$ cat config.mk
export PLATFORM = sky130hd
export DESIGN_NAME = cs_bank_match
export DESIGN_NICKNAME = d
export VERILOG_FILES = /design/src/rtl/csbm_pkg.sv /design/src/rtl/csbm_ctrl.sv /design/src/rtl/csbm_dpath.sv /design/src/rtl/cs_bank_match.sv
export SDC_FILE = /design/constraint.sdc
export NUM_CORES = 1
export LEC_CHECK = 0
export BUFFER_PORTS_ARGS = -buffer_cell sky130_fd_sc_hd__buf_2
export CAP_MARGIN = 30
export CORE_MARGIN = 3
export CORE_UTILIZATION = 40
export DETAILED_ROUTE_END_ITERATION = 12
export PLACE_DENSITY = 0.6
export SYNTH_ARGS = -nofsm -noshare
export SYNTH_HDL_FRONTEND = slang
export SYNTH_SLANG_ARGS = --single-unit
export TNS_END_PERCENT = 20
$ cat constraint.sdc
create_clock -name clk -period 3.3 [get_ports clk]
set_input_delay 0.825 -clock clk [delete_from_list [all_inputs] [get_ports clk]]
set_output_delay 0.825 -clock clk [all_outputs]
set_load 0.1 [all_outputs]
$ cat src/rtl/csbm_pkg.sv
package csbm_pkg;
  localparam int NUM_BANKS = 4;
  localparam int CMP_W     = 17;
  localparam int WS_W      = 4;
  localparam int PS_W      = 2;
  localparam int DATA_W    = 32;
  localparam int RADDR_W   = 4;
  localparam int BIDX_W    = $clog2(NUM_BANKS);
  localparam int STAT_ADDR = 2 * NUM_BANKS;

  typedef struct packed {
    logic            readOnly;
    logic [WS_W-1:0] singleWait;
    logic [WS_W-1:0] burstWait;
    logic            burstInhibit;
    logic [PS_W-1:0] portSize;
  } bank_attr_t;

  localparam int ATTR_W   = $bits(bank_attr_t);
  localparam int ATTR_LSB = 3;
  localparam int FLD_LSB  = DATA_W - CMP_W;

  typedef struct packed {
    logic [NUM_BANKS-1:0] baseWe;
    logic [NUM_BANKS-1:0] optWe;
    logic                 statClr;
    logic                 accept;
    logic                 accWrite;
  } csbm_strobe_t;
endpackage

$ cat src/rtl/csbm_ctrl.sv
module csbm_ctrl
  import csbm_pkg::*;
(
  input  logic               regWrEn,
  input  logic [RADDR_W-1:0] regAddr,
  input  logic               reqValid,
  input  logic               reqWrite,
  output csbm_strobe_t       stb
);
  logic isOpt;
  logic inBankRange;
  logic [BIDX_W-1:0] bankIdx;

  assign isOpt       = regAddr[BIDX_W];
  assign bankIdx     = regAddr[BIDX_W-1:0];
  assign inBankRange = (regAddr < RADDR_W'(STAT_ADDR));

  always_comb begin
    stb = '0;
    for (int i = 0; i < NUM_BANKS; i++) begin
      stb.baseWe[i] = regWrEn && inBankRange && !isOpt && (bankIdx == BIDX_W'(i));
      stb.optWe[i]  = regWrEn && inBankRange &&  isOpt && (bankIdx == BIDX_W'(i));
    end
    stb.statClr  = regWrEn && (regAddr == RADDR_W'(STAT_ADDR));
    stb.accept   = reqValid;
    stb.accWrite = reqValid && reqWrite;
  end
endmodule

$ cat src/rtl/csbm_dpath.sv
module csbm_dpath
  import csbm_pkg::*;
(
  input  logic               clk,
  input  logic               rst_n,
  input  csbm_strobe_t       stb,
  input  logic [RADDR_W-1:0] regAddr,
  input  logic [DATA_W-1:0]  regWrData,
  output logic [DATA_W-1:0]  regRdData,
  input  logic [CMP_W-1:0]   reqAddr,
  output logic [NUM_BANKS-1:0] csOut,
  output logic               noMatch,
  output logic               wpViol,
  output bank_attr_t         attrOut,
  output logic [NUM_BANKS-1:0] statVec
);
  logic [NUM_BANKS-1:0] validQ;
  logic [CMP_W-1:0]     baseQ [NUM_BANKS];
  logic [CMP_W-1:0]     maskQ [NUM_BANKS];
  bank_attr_t           attrQ [NUM_BANKS];
  logic [NUM_BANKS-1:0] hitVec;

  logic [NUM_BANKS-1:0] selOh;
  bank_attr_t           selAttr;
  logic                 anyHit;
  logic                 blockWr;
  logic [NUM_BANKS-1:0] statQ;

  // Per-bank register storage and masked compare
  for (genvar g = 0; g < NUM_BANKS; g++) begin : g_bank
    always_ff @(posedge clk or negedge rst_n) begin
      if (!rst_n) begin
        validQ[g] <= 1'b0;
        baseQ[g]  <= '0;
      end else if (stb.baseWe[g]) begin
        validQ[g] <= regWrData[0];
        baseQ[g]  <= regWrData[DATA_W-1:FLD_LSB];
      end
    end

    always_ff @(posedge clk or negedge rst_n) begin
      if (!rst_n) begin
        maskQ[g] <= '0;
        attrQ[g] <= '0;
      end else if (stb.optWe[g]) begin
        maskQ[g] <= regWrData[DATA_W-1:FLD_LSB];
        attrQ[g] <= regWrData[ATTR_LSB+ATTR_W-1:ATTR_LSB];
      end
    end

    assign hitVec[g] = validQ[g] && (((reqAddr ^ baseQ[g]) & maskQ[g]) == '0);
  end

  // Fixed priority: lowest index wins (loop runs downward, last write wins)
  always_comb begin
    selOh   = '0;
    selAttr = '0;
    for (int i = NUM_BANKS - 1; i >= 0; i--) begin
      if (hitVec[i]) begin
        selOh    = '0;
        selOh[i] = 1'b1;
        selAttr  = attrQ[i];
      end
    end
    anyHit  = |hitVec;
    blockWr = stb.accWrite && anyHit && selAttr.readOnly;
  end

  // Registered access results
  always_ff @(posedge clk or negedge rst_n) begin
    if (!rst_n) begin
      csOut   <= '0;
      noMatch <= 1'b0;
      wpViol  <= 1'b0;
      attrOut <= '0;
    end else begin
      csOut   <= (stb.accept && anyHit && !blockWr) ? selOh : '0;
      noMatch <= stb.accept && !anyHit;
      wpViol  <= blockWr;
      if (stb.accept && anyHit) attrOut <= selAttr;
    end
  end

  // Sticky violation status, write-one-to-clear, set beats clear
  always_ff @(posedge clk or negedge rst_n) begin
    if (!rst_n) begin
      statQ <= '0;
    end else begin
      statQ <= (statQ & ~(stb.statClr ? regWrData[NUM_BANKS-1:0] : '0))
             | (blockWr ? selOh : '0);
    end
  end
  assign statVec = statQ;

  // Combinational register readback
  always_comb begin
    regRdData = '0;
    for (int i = 0; i < NUM_BANKS; i++) begin
      if (regAddr == RADDR_W'(i)) begin
        regRdData[DATA_W-1:FLD_LSB] = baseQ[i];
        regRdData[0]                = validQ[i];
      end
      if (regAddr == RADDR_W'(NUM_BANKS + i)) begin
        regRdData[DATA_W-1:FLD_LSB]             = maskQ[i];
        regRdData[ATTR_LSB+ATTR_W-1:ATTR_LSB]   = attrQ[i];
      end
    end
    if (regAddr == RADDR_W'(STAT_ADDR)) regRdData[NUM_BANKS-1:0] = statQ;
  end
endmodule

$ cat src/rtl/cs_bank_match.sv
module cs_bank_match
  import csbm_pkg::*;
(
  input  logic                 clk,
  input  logic                 rst_n,
  input  logic                 regWrEn,
  input  logic [RADDR_W-1:0]   regAddr,
  input  logic [DATA_W-1:0]    regWrData,
  output logic [DATA_W-1:0]    regRdData,
  input  logic                 reqValid,
  input  logic                 reqWrite,
  input  logic [CMP_W-1:0]     reqAddr,
  output logic [NUM_BANKS-1:0] csOut,
  output logic                 noMatch,
  output logic                 wpViol,
  output logic                 attrReadOnly,
  output logic [WS_W-1:0]      attrSingleWait,
  output logic [WS_W-1:0]      attrBurstWait,
  output logic                 attrBurstInhibit,
  output logic [PS_W-1:0]      attrPortSize
);
  csbm_strobe_t         stb;
  bank_attr_t           attrOut;
  logic [NUM_BANKS-1:0] statVec;

  csbm_ctrl ctrl_i (
    .regWrEn (regWrEn),
    .regAddr (regAddr),
    .reqValid(reqValid),
    .reqWrite(reqWrite),
    .stb     (stb)
  );

  csbm_dpath dpath_i (
    .clk      (clk),
    .rst_n    (rst_n),
    .stb      (stb),
    .regAddr  (regAddr),
    .regWrData(regWrData),
    .regRdData(regRdData),
    .reqAddr  (reqAddr),
    .csOut    (csOut),
    .noMatch  (noMatch),
    .wpViol   (wpViol),
    .attrOut  (attrOut),
    .statVec  (statVec)
  );

  assign attrReadOnly     = attrOut.readOnly;
  assign attrSingleWait   = attrOut.singleWait;
  assign attrBurstWait    = attrOut.burstWait;
  assign attrBurstInhibit = attrOut.burstInhibit;
  assign attrPortSize     = attrOut.portSize;
endmodule

Word-level counts from Yosys, hierarchy flattened
Index checks and enable logic that the tools add are counted.
Widths: inputs -> output; s select.

cells by class
  magnitude comparators = 1
  eq/ne operators = 11
  multiplexer cells = 24
  bitwise logic cells = 11
  reductions and logical operators = 32

operator list
  operator            count
  $mux 29             4
  $and 17x17->17      4
  $logic_not 17->1    4
  $mux 17             4
  $xor 17x17->17      4
  $mux 12             4
  $mux 4              8
  $logic_and 1x1->1   22
  $eq 4x3->1 const B  4
  $eq 4x2->1 const B  2
  $and 4x4->4         1
  $eq 2x2->1 const B  2
  $eq 4x1->1 const B  1
  $eq 4x4->1 const B  1
  $logic_not 4->1     1
  $lt 4x4->1 const B  1
  $mux 1              4
  $not 4->4           1
  $or 4x4->4          1
  $reduce_or 4->1     1
  $logic_not 1->1     3
  $eq 2x1->1 const B  1
  $logic_not 2->1     1

storage, ports and cells
  register bits after elaboration = 210
  bits of input ports = 58
  word-level logic and storage cells = 120

Logic depth before layout (Yosys ltp)
Gate-level depths: netlist (run 1).

  word-level depth = 12
  gate-level depth with buffers = 10

Cells and area by module
A second synthesis (run 1) with hierarchy kept.

unflattened totals
  cell total of the unflattened synthesis = 857
  area total of the unflattened synthesis = 10397.5 µm²

by module, submodules not included
  module      instances  cells each  area each (µm²)  sequential area each (µm²)
  csbm_dpath  1          840         10303.6          5255.0
  csbm_ctrl   1          17          93.8             0.0

Least setup slack after synthesis (run 1)
OpenSTA, ideal clock, no wires.

  path type = input-to-output
  start point = input regAddr[3]
  end point = output regRdData[19]
  data arrival time = 4.346 ns
  path slack = -1.871 ns
  stages = 8
  path buffers = 4
  cells stage by stage = buf_2 -> nand2b_1 -> clkbuf_1 -> nor2_1 -> clkbuf_1 -> buf_1 -> a211oi_1 -> o21ai_0

on the way
  word-level cells in the longest chain between the ends = 9
  elaborated cells between the ends (all ways) = 16
  those cells by class = eq/ne (7); mux (8); reduce/logical (1)

RTL lines
  item             line                RTL
  from (decl)      cs_bank_match.sv:7  input logic [RADDR_W-1:0] regAddr,
  $logic_not 4->1  csbm_dpath.sv:99    if (regAddr == RADDR_W'(i)) begin
  $mux 17          csbm_dpath.sv:99
  $mux 29          csbm_dpath.sv:103   if (regAddr == RADDR_W'(NUM_BANKS + i)) begin
  $mux 17          csbm_dpath.sv:99
  $mux 29          csbm_dpath.sv:103
  $mux 17          csbm_dpath.sv:99
  $mux 29          csbm_dpath.sv:103
  $mux 17          csbm_dpath.sv:99
  $mux 29 *        csbm_dpath.sv:103
  to (decl)        cs_bank_match.sv:9  output logic [DATA_W-1:0] regRdData,

Every way passes the cells marked *; elsewhere a longest branch is shown, timed or not.

Final worst setup path (run 1)
  start point = input regAddr[3]
  end point = output regRdData[27]

The elaborated chain is that of the path after synthesis.

==> results of run 1 <==
==> what timing repair did <==
action,CTS,global route
pin swaps,0,8
setup buffers,0,1
cloned,0,1
endpoints found under the setup margin,14,16
hold buffers,0,0
gates resized for setup,9,15
==> placed cells by master, fill, tap and decap left out, drive strengths merged <==
cell,instances
dfrtp,210
mux2,189
buf,172
a22oi,77
nand2,70
xor2,68
clkbuf,36
nor2,26
a31oi,20
o21ai,17
nand4,15
a21oi,15
a222oi,11
a211oi,10
nor2b,10
mux4,9
nor3,8
clkinv,7
and2,5
inv,4
a32o,4
a22o,3
a221oi,3
nand2b,3
nor3b,2
nor4,2
o211ai,1
mux2i,1
nand3,1
nor4b,1
or4,1
a32oi,1
bufinv,1
==> registers in the layout (all words and copies together), names as in the netlist <==
register	cells
dpath_i.attrQ	48
dpath_i.attrOut	12
dpath_i.validQ	4
dpath_i.baseQ	68
dpath_i.wpViol	1
dpath_i.csOut	4
dpath_i.maskQ	68
dpath_i.statVec	4
dpath_i.noMatch	1
==> stage by stage <==
step | hold WS [ns] | util | power, W | std cells | worst slack, ns
after floorplan | 0.458 | - | 0.00572 | 836 | -0.0274
after global placement | 0.467 | 0.491 | 0.00657 | 1288 | -0.0393
after detailed placement | 0.474 | 0.491 | 0.00662 | 1288 | -0.0658
after CTS | 0.376 | 0.524 | 0.00932 | 1331 | -0.00473
after global routing | 0.408 | 0.527 | 0.00967 | 1333 | -0.121
final | 0.370 | 0.527 | 0.00927 | 1333 | -0.0313
==> final cells by class <==
class,count,area [sq um],share of cell area
clock buffers,35,733,0.0550
clock inverters,8,65.1,0.00488
inverters,4,15.0,0.00113
multi-input cells,573,5190,0.390
flip-flops and latches,210,5260,0.395
well taps,330,413,0.0310
repair buffers,173,1650,0.124
==> power by group through the flow <==
stage	clock network, W	registers, W	logic [W]
floorplan	0	0.00419	0.00153
CTS	0.00272	0.00374	0.00285
global route	0.00282	0.00383	0.00301
detailed placement	0	0.00378	0.00284
global placement	0	0.00376	0.00280
finish	0.00267	0.00375	0.00285
==> worst max-delay path by stage <==
stage | depth (start not counted) | slack, ns | startpoint | end
2_1_floorplan | 8 | -0.03 | regAddr[1] | regRdData[30]
3_3_place_gp | 9 | -0.04 | regAddr[0] | regRdData[15]
3_5_place_dp | 9 | -0.07 | regAddr[0] | regRdData[15]
4_1_cts | 9 | -0.005 | regAddr[0] | regRdData[15]
5_1_grt | 10 | -0.12 | regAddr[3] | regRdData[26]
6_report | 10 | -0.03 | regAddr[3] | regRdData[27]
==> logic make-up (layout without fill, tap and decap cells) <==
logic type      Yosys count  in the layout  synth area share
compound gates          162            162             0.115
simple gates            144            144            0.0683
flops                   210            210             0.510
xor+xnor                 68             68            0.0578
buf+inv                  53            220            0.0223
mux                     199            199             0.227
==> layer usage <==
metal  vias to the layer above  part of all wire
met3                        55             0.061
met1                      3941              0.44
met5                         -                 0
met2                       262              0.48
met4                         0             0.026
li1                       3401                 -
==> results.yml, run 1 <==
setup_path:
  cp.buffers_inverters: 5
  regToRegEndpoint: "dpath_i.attrOut[7]$_DFFE_PN0P_"
  worstPathCellList: "buf_2 -> buf_4 -> nor4_4 -> buf_4 -> buf_2 -> a22oi_1 -> nand4_1 -> o21ai_0 -> nand2_4 -> buf_12"
  cp-start-kind: "input port"
  crit_path_top_delay_cell: "nor4_4"
  critical-path-top-delay-family: "buffers and inverters"
  cp_data_arrival_time_ns: 2.51
  worstSetupPathType: "input port to primary output"
  crit_fanout: 8
  slowest_delay_ns: 0.27
  reg2reg_from: "dpath_i.baseQ[0]$_DFFE_PN0P_"
  required_ns: 2.47
  rrSetupSlack_ns: 0.87
  critPathCaptureType: "primary output"
  r2r.worst_path.cells: 8
yosys:
  yosysMostFrequentCell: "dfrtp_1"
  syn_nets: 894
  ys_ff_latch: 210
  async_flop_share: 1.00
  synth_top_area_share: 0.510
  ys_seq_area_frac: 0.510
  synth_top_flop_cell: "dfrtp_1"
  synth_common_cells: "dfrtp_1, mux2_2, a22oi_1"
  synth_edf_count: 0
  ys_warn_count: 0
  yosys.area.top_type: "dfrtp_1"
  synth_area_sq_mm: 0.0103
  synth.distinct_cells: 40
  syn-instance-count: 836
  synth.avg_cell_area_sq_um: 12.3
  synthTopCellsByArea: "dfrtp_1, mux2_2, xor2_1"
cells_and_area:
  areaGrowthSynthToFinish_pct: 29.2
  drive_gt1_frac: 0.474
  finalInstanceArea_sq_mm: 0.0133
  n_antenna_cell: 0
  nets: 1044
  fillers: 2192
floorplanning:
  die_y_um: 167
  pin_count: 108
  coreArea_sq_mm: 0.0253
  rows: 58
  initial_core_util: 0.408
  dieArea_sq_mm: 0.0277
  fp.dieW_um: 167
global_route:
  grt_max_degree: 80
  grt_use_met3: 0.0311
  use_met1: 0.304
  overflow: 0
  met2_usage: 0.363
  grt_pass1_vias: 7924
  busiest_layer: "met2"
  grt_pass1_wl_um: 47600
  track_usage: 0.218
  antenna_found_initial: 0
timing:
  finalCriticalPeriod_ns: 3.33
  relSlewSlack: 0.540
  tightest_slew_ns: 0.689
  fin_ws_ns: -0.0313
  rsz0062_at_grt: "true"
  drv_slew: 0
  post-route-period-util: 1.01
  fin_tns_setup_ns: -0.0954
  finClkSkew_ns: 0.00864
  setup-violations-final: 5
  fmax_mhz: 300
  final-hold-violation-count: 0
clocking:
  path_clk_slew_ns: 0.06
  clk_path_buf_depth: 3
  cts_tree: "built"
  insertion_delay_ns: 0.51
  htree_num_levels: 1
  clkSinkCount: 210
  cts_buffers: 24
  root_buffer: "clkbuf_16"
detailed_routing:
  drc_errors: 0
  drtPass1Iterations: 5
  vias: 7659
  ant_nets: 0
  viasPerCell: 5.75
  drt_iter0_markers: 655
  wl_per_cell_um: 23.2
  wl_um: 30900
place:
  placedInstanceArea_sq_mm: 0.0124
  port_buffers: 107
  place_hpwl_um: 21200
  gp_congestion: 0.849
run_status:
  violations: "setup timing"
  status: "finished, violations left"
power_and_ir_drop:
  leakagePower_nw: 5.84
  intPower_w: 0.00592
  seq_power_share: 0.405
  p_clk_frac: 0.288
  combPwrFrac: 0.307
  p_sw_frac: 0.361
  p_per_area_mw_per_mm2: 696
  net-switching-power_w: 0.00335
  irDropWorstVdd_uv: 778
job:
  cap_viol_max_count: 0
worst_hold_path:
  hp-class: "input port to async pin"
Power figures use the tool's default switching activity.
==> run 2: changes to the inputs <==
MAX_ROUTING_LAYER = met4   (was not set)
PLACE_DENSITY = 0.65   (was 0.6)
==> run 2 against run 1 <==
  * The flow now finishes without violations
  * Global-route usage up 0.52 points
  * Cell area up 0.39%
  * Worst setup slack better by 0.074 ns
  * Non-clock buffer count up 2
  * Critical path depth unchanged
  * Register-to-register slack about the same
  * Utilization up 0.20 points
  * Maximum frequency up 2.3%
==> results.yml, run 2 (synthesis gave the netlist of run 1 again) <==
run_status:
  status: "finished, final reports clean"
detailed_routing:
  wl_um: 31000
  wl_per_cell_um: 23.2
  viasPerCell: 5.82
  ant_nets: 0
  drt_iter0_markers: 775
  vias: 7754
  drtPass1Iterations: 7
  drc_errors: 0
cells_and_area:
  largestRegisters: "dpath_i.baseQ: 68 flops, dpath_i.maskQ: 68 flops, dpath_i.attrQ: 48 flops"
  layoutNonFillerInstCount: 1333
  drive_gt1_frac: 0.472
  layout_common_cells: "dfrtp_1, mux2_2, buf_2"
  nets: 1046
  n_antenna_cell: 0
  layout_commonest_cell: "dfrtp_1"
  finalInstanceArea_sq_mm: 0.0134
  areaGrowthSynthToFinish_pct: 29.7
timing:
  fmax_mhz: 307
  post-route-period-util: 0.987
  relSlewSlack: 0.614
  drv_slew: 0
  finalCriticalPeriod_ns: 3.26
  final-hold-violation-count: 0
  setup-violations-final: 0
  tightest_slew_ns: 0.580
  finClkSkew_ns: 0.0163
worst_hold_path:
  hp-class: "input port to async pin"
power_and_ir_drop:
  net-switching-power_w: 0.00336
  irDropWorstVdd_uv: 674
  p_clk_frac: 0.281
  p_per_area_mw_per_mm2: 689
  p_sw_frac: 0.365
  combPwrFrac: 0.311
  leakagePower_nw: 5.85
  intPower_w: 0.00585
  seq_power_share: 0.409
place:
  placedCellCount: 1287
  gp_congestion: 0.908
  place_hpwl_um: 21000
  placedInstanceArea_sq_mm: 0.0124
  port_buffers: 107
setup_path:
  r2r.worst_path.cells: 8
  worstPathCellList: "clkbuf_4 -> nand2b_4 -> nor3_4 -> buf_6 -> clkbuf_16 -> a22oi_1 -> a31oi_1 -> a211oi_2 -> o21ai_4 -> buf_12"
  cp_data_arrival_time_ns: 2.43
  slowest_delay_ns: 0.22
  reg2reg_from: "dpath_i.baseQ[0]$_DFFE_PN0P_"
  worstSetupPathType: "input port to primary output"
  critPathCaptureType: "primary output"
  cp-start-kind: "input port"
  crit_path_top_delay_cell: "a31oi_1"
  worstSetupStartpoint: "regAddr[1]"
  rrSetupSlack_ns: 0.86
  required_ns: 2.47
  crit_fanout: 7
clocking:
  insertion_delay_ns: 0.52
  path_clk_slew_ns: 0.06
  cts_tree: "built"
  clkSinkCount: 210
  cts_buffers: 24
  clk_path_buf_depth: 3
  htree_num_levels: 1
  root_buffer: "clkbuf_16"
floorplanning:
  rows: 58
  coreArea_sq_mm: 0.0253
  die_y_um: 167
  dieArea_sq_mm: 0.0277
  fp.dieW_um: 167
  pin_count: 108
  initial_core_util: 0.408
global_route:
  antenna_found_initial: 0
  overflow: 0
  grt_max_degree: 73
  track_usage: 0.223
  grt_pass1_wl_um: 47700
  grt_pass1_vias: 7935
job:
  cap_viol_max_count: 0
## run 2: cell types whose count changed in the layout (fill, tap and decap cells not counted), moves of 2 or more
cell | before | now
clkinv_2 | 7 | 1
buf_6 | 3 | 7
clkbuf_1 | 3 | 7
buf_2 | 74 | 71
clkbuf_16 | 25 | 28
nand2b_4 | 1 | 3
## run 2: per-stage QoR
step	hold WS (ns)	setup TNS [ns]	power [W]	setup WS [ns]	utilization
global placement	0.467	-0.113	0.00656	-0.0559	0.491
CTS	0.324	-0.000629	0.00923	-0.000629	0.522
detailed placement	0.473	-0.398	0.00662	-0.0795	0.491
finish	0.306	0	0.00921	0.0424	0.529
global route	0.354	-0.0312	0.00959	-0.0151	0.529
floorplan	0.458	-0.180	0.00572	-0.0274	-
## run 2: power by group through the flow
stage                     Clock, W  Combinational, W  Sequential (W)
after floorplan                  0           0.00153         0.00419
after global placement           0           0.00279         0.00377
after detailed placement         0           0.00283         0.00379
after CTS                  0.00264           0.00285         0.00374
after global routing       0.00273           0.00301         0.00384
final                      0.00259           0.00286         0.00376
## run 2: area by class of cell
cell class                 instances  area [sq um]
fill                            2186         11900
sequential                       210          5260
multi-input combinational        573          5210
timing repair buffer             175          1720
clock buffer                      39           748
tap                              330           413
inverter                           4          15.0
clock inverter                     2          13.8
## run 2: final timing paths
| path | end |
|---|---|
| setup / recovery | regRdData[24] |
| hold / removal | dpath_i.attrOut[10]$_DFFE_PN0P_ |
| setup reg to reg | dpath_i.attrOut[6]$_DFFE_PN0P_ |
| hold reg to reg | dpath_i.statVec[2]$_DFF_PN0_ |
| max in group asynchronous | dpath_i.baseQ[4]$_DFFE_PN0P_ |
| min in group clk | dpath_i.statVec[2]$_DFF_PN0_ |
## run 2: per-layer routing
layer | share of wire | global-route usage | vias to the layer above
met1 | 0.44 | 0.303 | 3997
met2 | 0.47 | 0.356 | 300
met4 | 0.026 | 0.0581 | 0
met3 | 0.064 | 0.0316 | 55
met5 | 0 | - | -
li1 | - | - | 3402
## run 2: worst max-delay path, delay by kind of cell
kind | cells | cell delay, ns
buffers and inverters | 4 | 0.68
AOI/OAI and AO/OA | 4 | 0.55
and+or+nand+nor | 2 | 0.36
## run 2: what timing repair did
item                                    in CTS  in global routing
resized for setup                            3                 25
hold buffers                                 0                  0
endpoints found under the setup margin       8                 17
pin swaps                                    0                 17
gates cloned                                 0                  3
hold endpoints to repair                     0                  0
buffers inserted                             0                  2
